**config.mk**
```make
export PLATFORM = sky130hd
export DESIGN_NAME = sw_uart
export DESIGN_NICKNAME = d
export VERILOG_FILES = /design/src/rtl/sw_uart_pkg.sv /design/src/rtl/swu_fifo.sv /design/src/rtl/swu_tx.sv /design/src/rtl/swu_rx.sv /design/src/rtl/swu_own.sv /design/src/rtl/swu_stall_timer.sv /design/src/rtl/sw_uart.sv
export SDC_FILE = /design/constraint.sdc
export NUM_CORES = 1
export LEC_CHECK = 0
export BUFFER_PORTS_ARGS = -buffer_cell sky130_fd_sc_hd__buf_4
export CAP_MARGIN = 30
export CORE_ASPECT_RATIO = 1.2
export CORE_MARGIN = 5
export CORE_UTILIZATION = 60
export CTS_CLUSTER_DIAMETER = 30
export DETAILED_ROUTE_END_ITERATION = 8
export GPL_ROUTABILITY_DRIVEN = 0
export PLACE_DENSITY_LB_ADDON = 0.3
export SYNTH_ARGS = -nofsm -noshare
export SYNTH_HDL_FRONTEND = slang
export SYNTH_HIERARCHICAL = 1
export SYNTH_SLANG_ARGS = --single-unit
export TNS_END_PERCENT = 10
```
**constraint.sdc**
```tcl
create_clock -name clk -period 3.7 [get_ports clk]
set_input_delay 0.37 -clock clk [delete_from_list [all_inputs] [get_ports clk]]
set_output_delay 0.37 -clock clk [all_outputs]
set_load 0.005 [all_outputs]
```
**src/rtl/sw_uart_pkg.sv**
```systemverilog
// Shared types for the single-wire UART.
// Assumes: byte-wide data, ten-bit frames (start, eight data, stop).
package sw_uart_pkg;

    typedef logic [7:0] byte_t;

    // Ownership of the shared wire.
    typedef enum logic [1:0] {
        OWN_LISTEN = 2'd0,
        OWN_TALK   = 2'd1,
        OWN_DRAIN  = 2'd2,
        OWN_GUARD  = 2'd3
    } own_state_t;

    // Receiver progress through a frame.
    typedef enum logic [1:0] {
        RCV_ARM    = 2'd0,
        RCV_BITS   = 2'd1,
        RCV_WAITHI = 2'd2
    } rcv_state_t;

endpackage

```
**src/rtl/swu_fifo.sv**
```systemverilog
// Byte queue with valid/ready on both sides.
// Assumes: DEPTH is a power of two. Writes and reads may happen in the same cycle.
module swu_fifo #(
    parameter int W     = 8,
    parameter int DEPTH = 8
) (
    input  logic         clk,
    input  logic         rst_n,
    input  logic [W-1:0] in_data,
    input  logic         in_valid,
    output logic         in_ready,
    output logic [W-1:0] out_data,
    output logic         out_valid,
    input  logic         out_ready
);
    localparam int AW = (DEPTH > 1) ? $clog2(DEPTH) : 1;
    localparam int CW = $clog2(DEPTH + 1);
    localparam logic [CW-1:0] FULL = CW'(DEPTH);

    logic [W-1:0]  mem [DEPTH];
    logic [AW-1:0] wptr, rptr;
    logic [CW-1:0] count;
    logic          wr, rd;

    assign in_ready  = (count != FULL);
    assign out_valid = (count != '0);
    assign out_data  = mem[rptr];
    assign wr        = in_valid && in_ready;
    assign rd        = out_valid && out_ready;

    // Storage write, no reset needed on data.
    always_ff @(posedge clk) begin
        if (wr) mem[wptr] <= in_data;
    end

    // Pointer and occupancy bookkeeping.
    always_ff @(posedge clk) begin
        if (!rst_n) begin
            wptr  <= '0;
            rptr  <= '0;
            count <= '0;
        end else begin
            if (wr) wptr <= wptr + 1'b1;
            if (rd) rptr <= rptr + 1'b1;
            if (wr && !rd)      count <= count + 1'b1;
            else if (rd && !wr) count <= count - 1'b1;
        end
    end
endmodule

```
**src/rtl/swu_tx.sv**
```systemverilog
// Frame serializer that drives the wire only by enabling the pad driver.
// Assumes: tick is a single-cycle enable at OVS ticks per bit. A frame starts
// on a tick when allowed, and once started it always runs to its stop bit.
module swu_tx #(
    parameter int OVS = 8
) (
    input  logic       clk,
    input  logic       rst_n,
    input  logic       tick,
    input  logic       allow,
    input  logic [7:0] q_data,
    input  logic       q_valid,
    output logic       q_pop,
    output logic       oe
);
    localparam int TCW = (OVS > 1) ? $clog2(OVS) : 1;
    localparam logic [TCW-1:0] TLAST = TCW'(OVS - 1);

    logic [8:0]     sh;     // {stop, data} still to send
    logic [3:0]     bitn;   // 0 start, 1..8 data, 9 stop
    logic [TCW-1:0] tcnt;
    logic           busy;

    assign q_pop = tick && !busy && allow && q_valid;

    // Frame sequencing: load on pop, advance one bit per OVS ticks.
    always_ff @(posedge clk) begin
        if (!rst_n) begin
            busy <= 1'b0;
            oe   <= 1'b0;
            sh   <= '1;
            bitn <= '0;
            tcnt <= '0;
        end else if (q_pop) begin
            busy <= 1'b1;
            oe   <= 1'b1;
            sh   <= {1'b1, q_data};
            bitn <= '0;
            tcnt <= '0;
        end else if (busy && tick) begin
            if (tcnt == TLAST) begin
                tcnt <= '0;
                if (bitn == 4'd9) begin
                    busy <= 1'b0;
                    oe   <= 1'b0;
                end else begin
                    bitn <= bitn + 4'd1;
                    oe   <= ~sh[0];
                    sh   <= {1'b1, sh[8:1]};
                end
            end else begin
                tcnt <= tcnt + 1'b1;
            end
        end
    end
endmodule

```
**src/rtl/swu_rx.sv**
```systemverilog
// Frame deserializer with stop-bit check and framing-error recovery.
// Assumes: line is already synchronized; enable low forces the receiver back
// to its armed state and discards any partial frame.
module swu_rx #(
    parameter int OVS = 8
) (
    input  logic       clk,
    input  logic       rst_n,
    input  logic       tick,
    input  logic       enable,
    input  logic       line,
    output logic [7:0] push_data,
    output logic       push,
    output logic       ferr
);
    import sw_uart_pkg::*;

    localparam int CW = $clog2(OVS + OVS / 2);
    localparam logic [CW-1:0] FIRST_WAIT = CW'(OVS + OVS / 2 - 1);
    localparam logic [CW-1:0] NEXT_WAIT  = CW'(OVS - 1);

    rcv_state_t    st;
    logic [CW-1:0] cnt;
    logic [3:0]    bitn;   // 0..7 data, 8 stop
    logic [7:0]    sh;

    assign push_data = sh;

    // Arm, sample at mid-bit, check stop, recover from framing errors.
    always_ff @(posedge clk) begin
        if (!rst_n) begin
            st   <= RCV_ARM;
            cnt  <= '0;
            bitn <= '0;
            sh   <= '0;
            push <= 1'b0;
            ferr <= 1'b0;
        end else begin
            push <= 1'b0;
            ferr <= 1'b0;
            if (!enable) begin
                st   <= RCV_ARM;
                cnt  <= '0;
                bitn <= '0;
            end else if (tick) begin
                case (st)
                    RCV_ARM: begin
                        if (!line) begin
                            st   <= RCV_BITS;
                            cnt  <= FIRST_WAIT;
                            bitn <= '0;
                        end
                    end
                    RCV_BITS: begin
                        if (cnt != '0) begin
                            cnt <= cnt - 1'b1;
                        end else if (bitn != 4'd8) begin
                            sh   <= {line, sh[7:1]};
                            bitn <= bitn + 4'd1;
                            cnt  <= NEXT_WAIT;
                        end else if (line) begin
                            push <= 1'b1;
                            st   <= RCV_ARM;
                        end else begin
                            ferr <= 1'b1;
                            st   <= RCV_WAITHI;
                        end
                    end
                    RCV_WAITHI: begin
                        if (line) st <= RCV_ARM;
                    end
                    default: st <= RCV_ARM;
                endcase
            end
        end
    end
endmodule

```
**src/rtl/swu_own.sv**
```systemverilog
// Wire ownership control: talk on request, drain the queue, hold a guard
// interval, then hand the wire back to the receiver.
// Assumes: txq_empty reflects the transmit queue occupancy of this cycle.
module swu_own #(
    parameter int GUARD_TICKS = 88
) (
    input  logic clk,
    input  logic rst_n,
    input  logic tick,
    input  logic dir_tx,
    input  logic txq_empty,
    output logic listening,
    output logic tx_allow
);
    import sw_uart_pkg::*;

    localparam int GW = $clog2(GUARD_TICKS + 1);
    localparam logic [GW-1:0] GLAST = GW'(GUARD_TICKS - 1);

    own_state_t    st;
    logic [GW-1:0] gcnt;

    assign listening = (st == OWN_LISTEN);
    assign tx_allow  = (st == OWN_TALK) || (st == OWN_DRAIN);

    // Ownership sequencing with the guard counter.
    always_ff @(posedge clk) begin
        if (!rst_n) begin
            st   <= OWN_LISTEN;
            gcnt <= '0;
        end else begin
            case (st)
                OWN_LISTEN: if (dir_tx) st <= OWN_TALK;
                OWN_TALK:   if (!dir_tx) st <= OWN_DRAIN;
                OWN_DRAIN: begin
                    if (dir_tx) begin
                        st <= OWN_TALK;
                    end else if (txq_empty) begin
                        st   <= OWN_GUARD;
                        gcnt <= '0;
                    end
                end
                OWN_GUARD: begin
                    if (dir_tx) begin
                        st <= OWN_TALK;
                    end else if (tick) begin
                        if (gcnt == GLAST) st <= OWN_LISTEN;
                        else               gcnt <= gcnt + 1'b1;
                    end
                end
                default: st <= OWN_LISTEN;
            endcase
        end
    end
endmodule

```
**src/rtl/swu_stall_timer.sv**
```systemverilog
// Counts millisecond ticks while a handshake is stalled and pulses on expiry.
// Assumes: ms_tick is a one-cycle pulse. Any cycle without a stall clears the count.
module swu_stall_timer #(
    parameter int LIMIT = 20
) (
    input  logic clk,
    input  logic rst_n,
    input  logic ms_tick,
    input  logic stalled,
    output logic expired
);
    localparam int CW = $clog2(LIMIT + 1);
    localparam logic [CW-1:0] LAST = CW'(LIMIT - 1);

    logic [CW-1:0] cnt;

    // Stall duration count with single-cycle expiry pulse.
    always_ff @(posedge clk) begin
        if (!rst_n) begin
            cnt     <= '0;
            expired <= 1'b0;
        end else begin
            expired <= 1'b0;
            if (!stalled) begin
                cnt <= '0;
            end else if (ms_tick) begin
                if (cnt == LAST) begin
                    cnt     <= '0;
                    expired <= 1'b1;
                end else begin
                    cnt <= cnt + 1'b1;
                end
            end
        end
    end
endmodule

```
**src/rtl/sw_uart.sv**
```systemverilog
// Single-wire half-duplex UART: two byte queues, serializer, deserializer,
// ownership control and two handshake stall timers.
// Assumes: pad_in sees the wired-AND of this driver and others, with an
// external pull-up. CLK_HZ is a multiple of OVS*BAUD or close to one.
module sw_uart #(
    parameter int CLK_HZ     = 100_000_000,
    parameter int BAUD       = 115_200,
    parameter int OVS        = 8,
    parameter int DEPTH      = 8,
    parameter int TIMEOUT_MS = 20,
    parameter int GUARD_BITS = 11
) (
    input  logic       clk,
    input  logic       rst_n,
    input  logic       tick_ms,
    input  logic       dir_tx,
    input  logic [7:0] tx_data,
    input  logic       tx_valid,
    output logic       tx_ready,
    output logic [7:0] rx_data,
    output logic       rx_valid,
    input  logic       rx_ready,
    output logic       tx_timeout,
    output logic       rx_timeout,
    output logic       frame_err,
    output logic       listening,
    output logic       pad_oe,
    output logic       pad_out,
    input  logic       pad_in
);
    import sw_uart_pkg::*;

    localparam int DIV_RAW  = CLK_HZ / (OVS * BAUD);
    localparam int TICK_DIV = (DIV_RAW < 1) ? 1 : DIV_RAW;
    localparam int DW       = (TICK_DIV > 1) ? $clog2(TICK_DIV) : 1;
    localparam logic [DW-1:0] DLAST = DW'(TICK_DIV - 1);
    localparam int GUARD_TICKS = GUARD_BITS * OVS;

    logic [1:0]  sync_q;
    logic        line;
    logic [DW-1:0] dcnt;
    logic        tick;

    byte_t       txq_data;
    logic        txq_valid, txq_pop;
    byte_t       rcv_data;
    logic        rcv_push;
    logic        rxq_in_ready;
    logic        tx_allow;
    logic [1:0]  stalled, expired;

    assign pad_out = 1'b0;
    assign line    = sync_q[1];

    // Two-flop synchronizer for the asynchronous pad input.
    always_ff @(posedge clk) begin
        if (!rst_n) sync_q <= 2'b11;
        else        sync_q <= {sync_q[0], pad_in};
    end

    // Oversampling tick divider.
    always_ff @(posedge clk) begin
        if (!rst_n) begin
            dcnt <= '0;
            tick <= 1'b0;
        end else begin
            tick <= (dcnt == DLAST);
            dcnt <= (dcnt == DLAST) ? '0 : dcnt + 1'b1;
        end
    end

    swu_fifo #(.W(8), .DEPTH(DEPTH)) u_txq (
        .clk(clk), .rst_n(rst_n),
        .in_data(tx_data), .in_valid(tx_valid), .in_ready(tx_ready),
        .out_data(txq_data), .out_valid(txq_valid), .out_ready(txq_pop)
    );

    swu_fifo #(.W(8), .DEPTH(DEPTH)) u_rxq (
        .clk(clk), .rst_n(rst_n),
        .in_data(rcv_data), .in_valid(rcv_push), .in_ready(rxq_in_ready),
        .out_data(rx_data), .out_valid(rx_valid), .out_ready(rx_ready)
    );

    swu_own #(.GUARD_TICKS(GUARD_TICKS)) u_own (
        .clk(clk), .rst_n(rst_n), .tick(tick), .dir_tx(dir_tx),
        .txq_empty(!txq_valid), .listening(listening), .tx_allow(tx_allow)
    );

    swu_tx #(.OVS(OVS)) u_tx (
        .clk(clk), .rst_n(rst_n), .tick(tick), .allow(tx_allow),
        .q_data(txq_data), .q_valid(txq_valid), .q_pop(txq_pop), .oe(pad_oe)
    );

    swu_rx #(.OVS(OVS)) u_rx (
        .clk(clk), .rst_n(rst_n), .tick(tick), .enable(listening),
        .line(line), .push_data(rcv_data), .push(rcv_push), .ferr(frame_err)
    );

    // A byte arriving at a full receive queue is dropped; rxq_in_ready only gates the write.
    assign stalled[0] = tx_valid && !tx_ready;
    assign stalled[1] = rx_ready && !rx_valid;

    for (genvar g = 0; g < 2; g++) begin : g_timer
        swu_stall_timer #(.LIMIT(TIMEOUT_MS)) u_tmr (
            .clk(clk), .rst_n(rst_n), .ms_tick(tick_ms),
            .stalled(stalled[g]), .expired(expired[g])
        );
    end

    assign tx_timeout = expired[0];
    assign rx_timeout = expired[1];
endmodule

```
==> run metrics <==
post_cts resized=0; vias per inst=roughly 6; Critical Path AT=between 3 and 4 ns; clock share of power=0.511; GR peak layer=met2; Sink Count=approximately 220; Clk Tree Root Cell=clkbuf_16; Bufs on Longest Clock Path=3; relative slew slack=0.371; vias in the first global route=5,983; Skew-Pair Late Insertion Delay=around 0.48 ns; initial antenna violation count=0; Design Area, Final=11,400 µm²; clock slew at reported path FFs=~0.05 ns; Total GRT Usage=0.195; setup TNS=0 ns; Initial DRC Count=480; status=completed; WL per Instance=between 15 and 20 µm; Leak=~4.0 nW; layout net count=802; Synth area leaders=edfxtp_1 (39%), dfxtp_1 (19%), mux4_1 (8.6%); row cnt=slightly above 50; Final Hold Viols=0; DRC=0; Mean Syn Cell Area=13.8 µm²; M3 GR Usage=0.0343; Placement Cell Area=between 10,000 and 15,000 µm²; syn_nets=752; Final HPWL DP=about 12,000 µm; number of synthesized flops with an enable pin=128; area share of the largest cell type after synthesis=0.392; Main synth FF type=edfxtp_1; routed via count=a little under 6,000; Yosys cell types=between 80 and 90; Seq/Total Area, Yosys=0.585; Pint=approximately 5 mW; largest net degree at the start of global routing=54; clk_skew=0.0122 ns; crit path launch type=register; CP dominant cell by count=ha_1; Sw Pwr=~1.4 mW; worst-margin pin slew=about 0.94 ns; first-pass GRT wire length=29,700 µm; Final Critical Period=~3.2 ns; Max rail drop VDD=approximately 0.00072 V; Worst setup EP type=register; post-route ant nets=0; mapped cell area=between 9000 and 10,000 µm²; final setup fails=0; Max Slew Vio Count=0; global route overflow=0; share of cells above drive strength 1=0.196; Initial DRT Pass Iterations=7; HP Class=in -> reg; Antenna Diode Count=0; sequential power share=0.422; CP max stage delay=0.46 ns; Die Ht=approximately 150 µm; Post-CTS Hold Buffers=0; fraction of registers with async set/reset=0; Max Freq=between 300 and 400 MHz; worst endpoint required time=between 4 and 5 ns; sw frac=0.223; Die Footprint=roughly 19,000 µm²; CTS tree=yes; slowest CP cell=inv_2; CP Max Fanout=19; final worst-path cycle share=0.872; Placeable Area=16,100 µm²; max cap viols=0; Cell Pwr Density=566 nW/µm²; total CTS buffers=35; final wirelength=roughly 18,000 µm; # H-tree levels=2; starting density of the core=0.607; M1 GR Usage=0.221; synth-to-layout area growth=16.1%; RSZ-0062 raised after global routing=no; post-CTS setup buffer count=0; Comb pwr share=0.066; Final Util=0.704; area leader, netlist=edfxtp_1; Die Wd=approximately 130 µm; Synth Register Bits=about 220; PortBufs=29; Syn Inst Count=roughly 710; critical path, cell by cell=inv_1, ha_1, nand4b_1, inv_2, nand2_2, ha_1, inv_1, ha_1, a21oi_1, a211oi_1, a31oi_1, mux2i_1; worst setup path class=reg -> reg; met2 usage=0.364; Ys Warns=6; I/O Pins=31
state kept, by name (all words and copies together), names as in the netlist, 3 cells and up, named ones only:
name and count:
u_rxq/count 4, g_timer.u_tmr/cnt 10, u_rxq/mem 64, u_rxq/wptr 3
u_txq/rptr 3, u_own/gcnt 7, u_txq/mem 64, dcnt 7
u_rx/cnt 4, u_txq/wptr 3, u_rx/push_data 8, u_tx/sh 8
u_tx/tcnt 3, u_tx/bitn 4, u_txq/count 4, u_rxq/rptr 3
u_rx/bitn 4
per-layer routing:
| metal | vias up | part of all wire |
|---|---|---|
| met2 | 114 | 0.54 |
| met5 | - | 0 |
| met3 | 37 | 0.037 |
| met4 | 0 | 0.026 |
| li1 | 2828 | - |
| met1 | 2888 | 0.39 |
kinds of logic (layout without fill, tap and decap cells):
logic type,Yosys count,count (layout),share of synthesized area
other,1,1,0.000383
multiplexers,62,62,0.119
XOR/XNOR,20,20,0.0179
flip-flops,222,222,0.585
AND/OR/NAND/NOR,228,228,0.142
buffers and inverters,48,123,0.0275
adder cells (fa/ha/maj),28,28,0.0373
AO/OA/AOI/OAI,100,100,0.0722
cell usage in the layout (no fill, tap or decap), drive strengths merged, types with 25 or more instances in the layout:
| master | instances |
|---|---|
| edfxtp | 128 |
| nand3 | 25 |
| buf | 40 |
| mux4 | 32 |
| nand2 | 32 |
| a21oi | 29 |
| inv | 28 |
| dfxtp | 94 |
| nor3 | 27 |
| clkbuf | 38 |
| ha | 26 |
| nor2 | 28 |
worst max-delay path, delay by kind of cell (launching register included):
| family | cells | cell delay [ns] |
|---|---|---|
| buf+inv | 3 | 0.69 |
| compound gates | 3 | 0.50 |
| simple gates | 2 | 0.57 |
| mux | 1 | 0.20 |
| flops | 1 | 0.42 |
| fa+ha+maj | 3 | 0.78 |
cell usage after synthesis (all sizes together), types with 11 or more instances:
| cell | instances |
|---|---|
| a211oi | 12 |
| a21oi | 29 |
| and2 | 20 |
| buf | 18 |
| dfxtp | 94 |
| edfxtp | 128 |
| ha | 26 |
| inv | 20 |
| mux2 | 16 |
| mux2i | 14 |
| mux4 | 32 |
| nand2 | 32 |
| nand2b | 22 |
| nand3 | 25 |
| nor2 | 28 |
| nor2b | 16 |
| nor3 | 27 |
| nor4 | 11 |
| o21ai | 20 |
| xnor2 | 14 |
cell type report:
type | count | area [µm²]
sequential | 222 | 5730
timing repair buffer | 40 | 300
clock buffer | 38 | 897
inverter | 21 | 78.8
clock inverter | 24 | 303
tap | 212 | 265
multi-input combinational | 439 | 3800
fill | 1043 | 4770
stage by stage:
stage,instances,setup slack (ns),power (mW),hold slack (ns)
2_1_floorplan,709,1.11,3.06,0.386
3_3_place_gp,934,0.721,3.17,0.439
3_5_place_dp,934,0.574,3.19,0.408
4_1_cts,996,0.489,6.49,0.0636
5_1_grt,996,0.222,6.67,0.0575
6_report,996,0.472,6.43,0.0747
worst paths after layout:
kind / startpoint / end / slack [ns] / cells past startpoint
min: pad_in / sync_q[0] / 0.07 / 2
min reg2reg: sync_q[0] / sync_q[1] / 0.43 / 1
max: u_own/st[1] / u_txq/count[3] / 0.47 / 12
max reg2reg: u_own/st[1] / u_txq/count[3] / 0.47 / 12
power by group through the flow:
stage	combinational [mW]	sequential (mW)	clock [mW]
2_1_floorplan	0.304	2.75	0
3_3_place_gp	0.408	2.76	0
3_5_place_dp	0.428	2.77	0
4_1_cts	0.432	2.72	3.35
5_1_grt	0.466	2.72	3.48
6_report	0.427	2.72	3.29
Note: power is estimated with default switching activity, not from simulation.
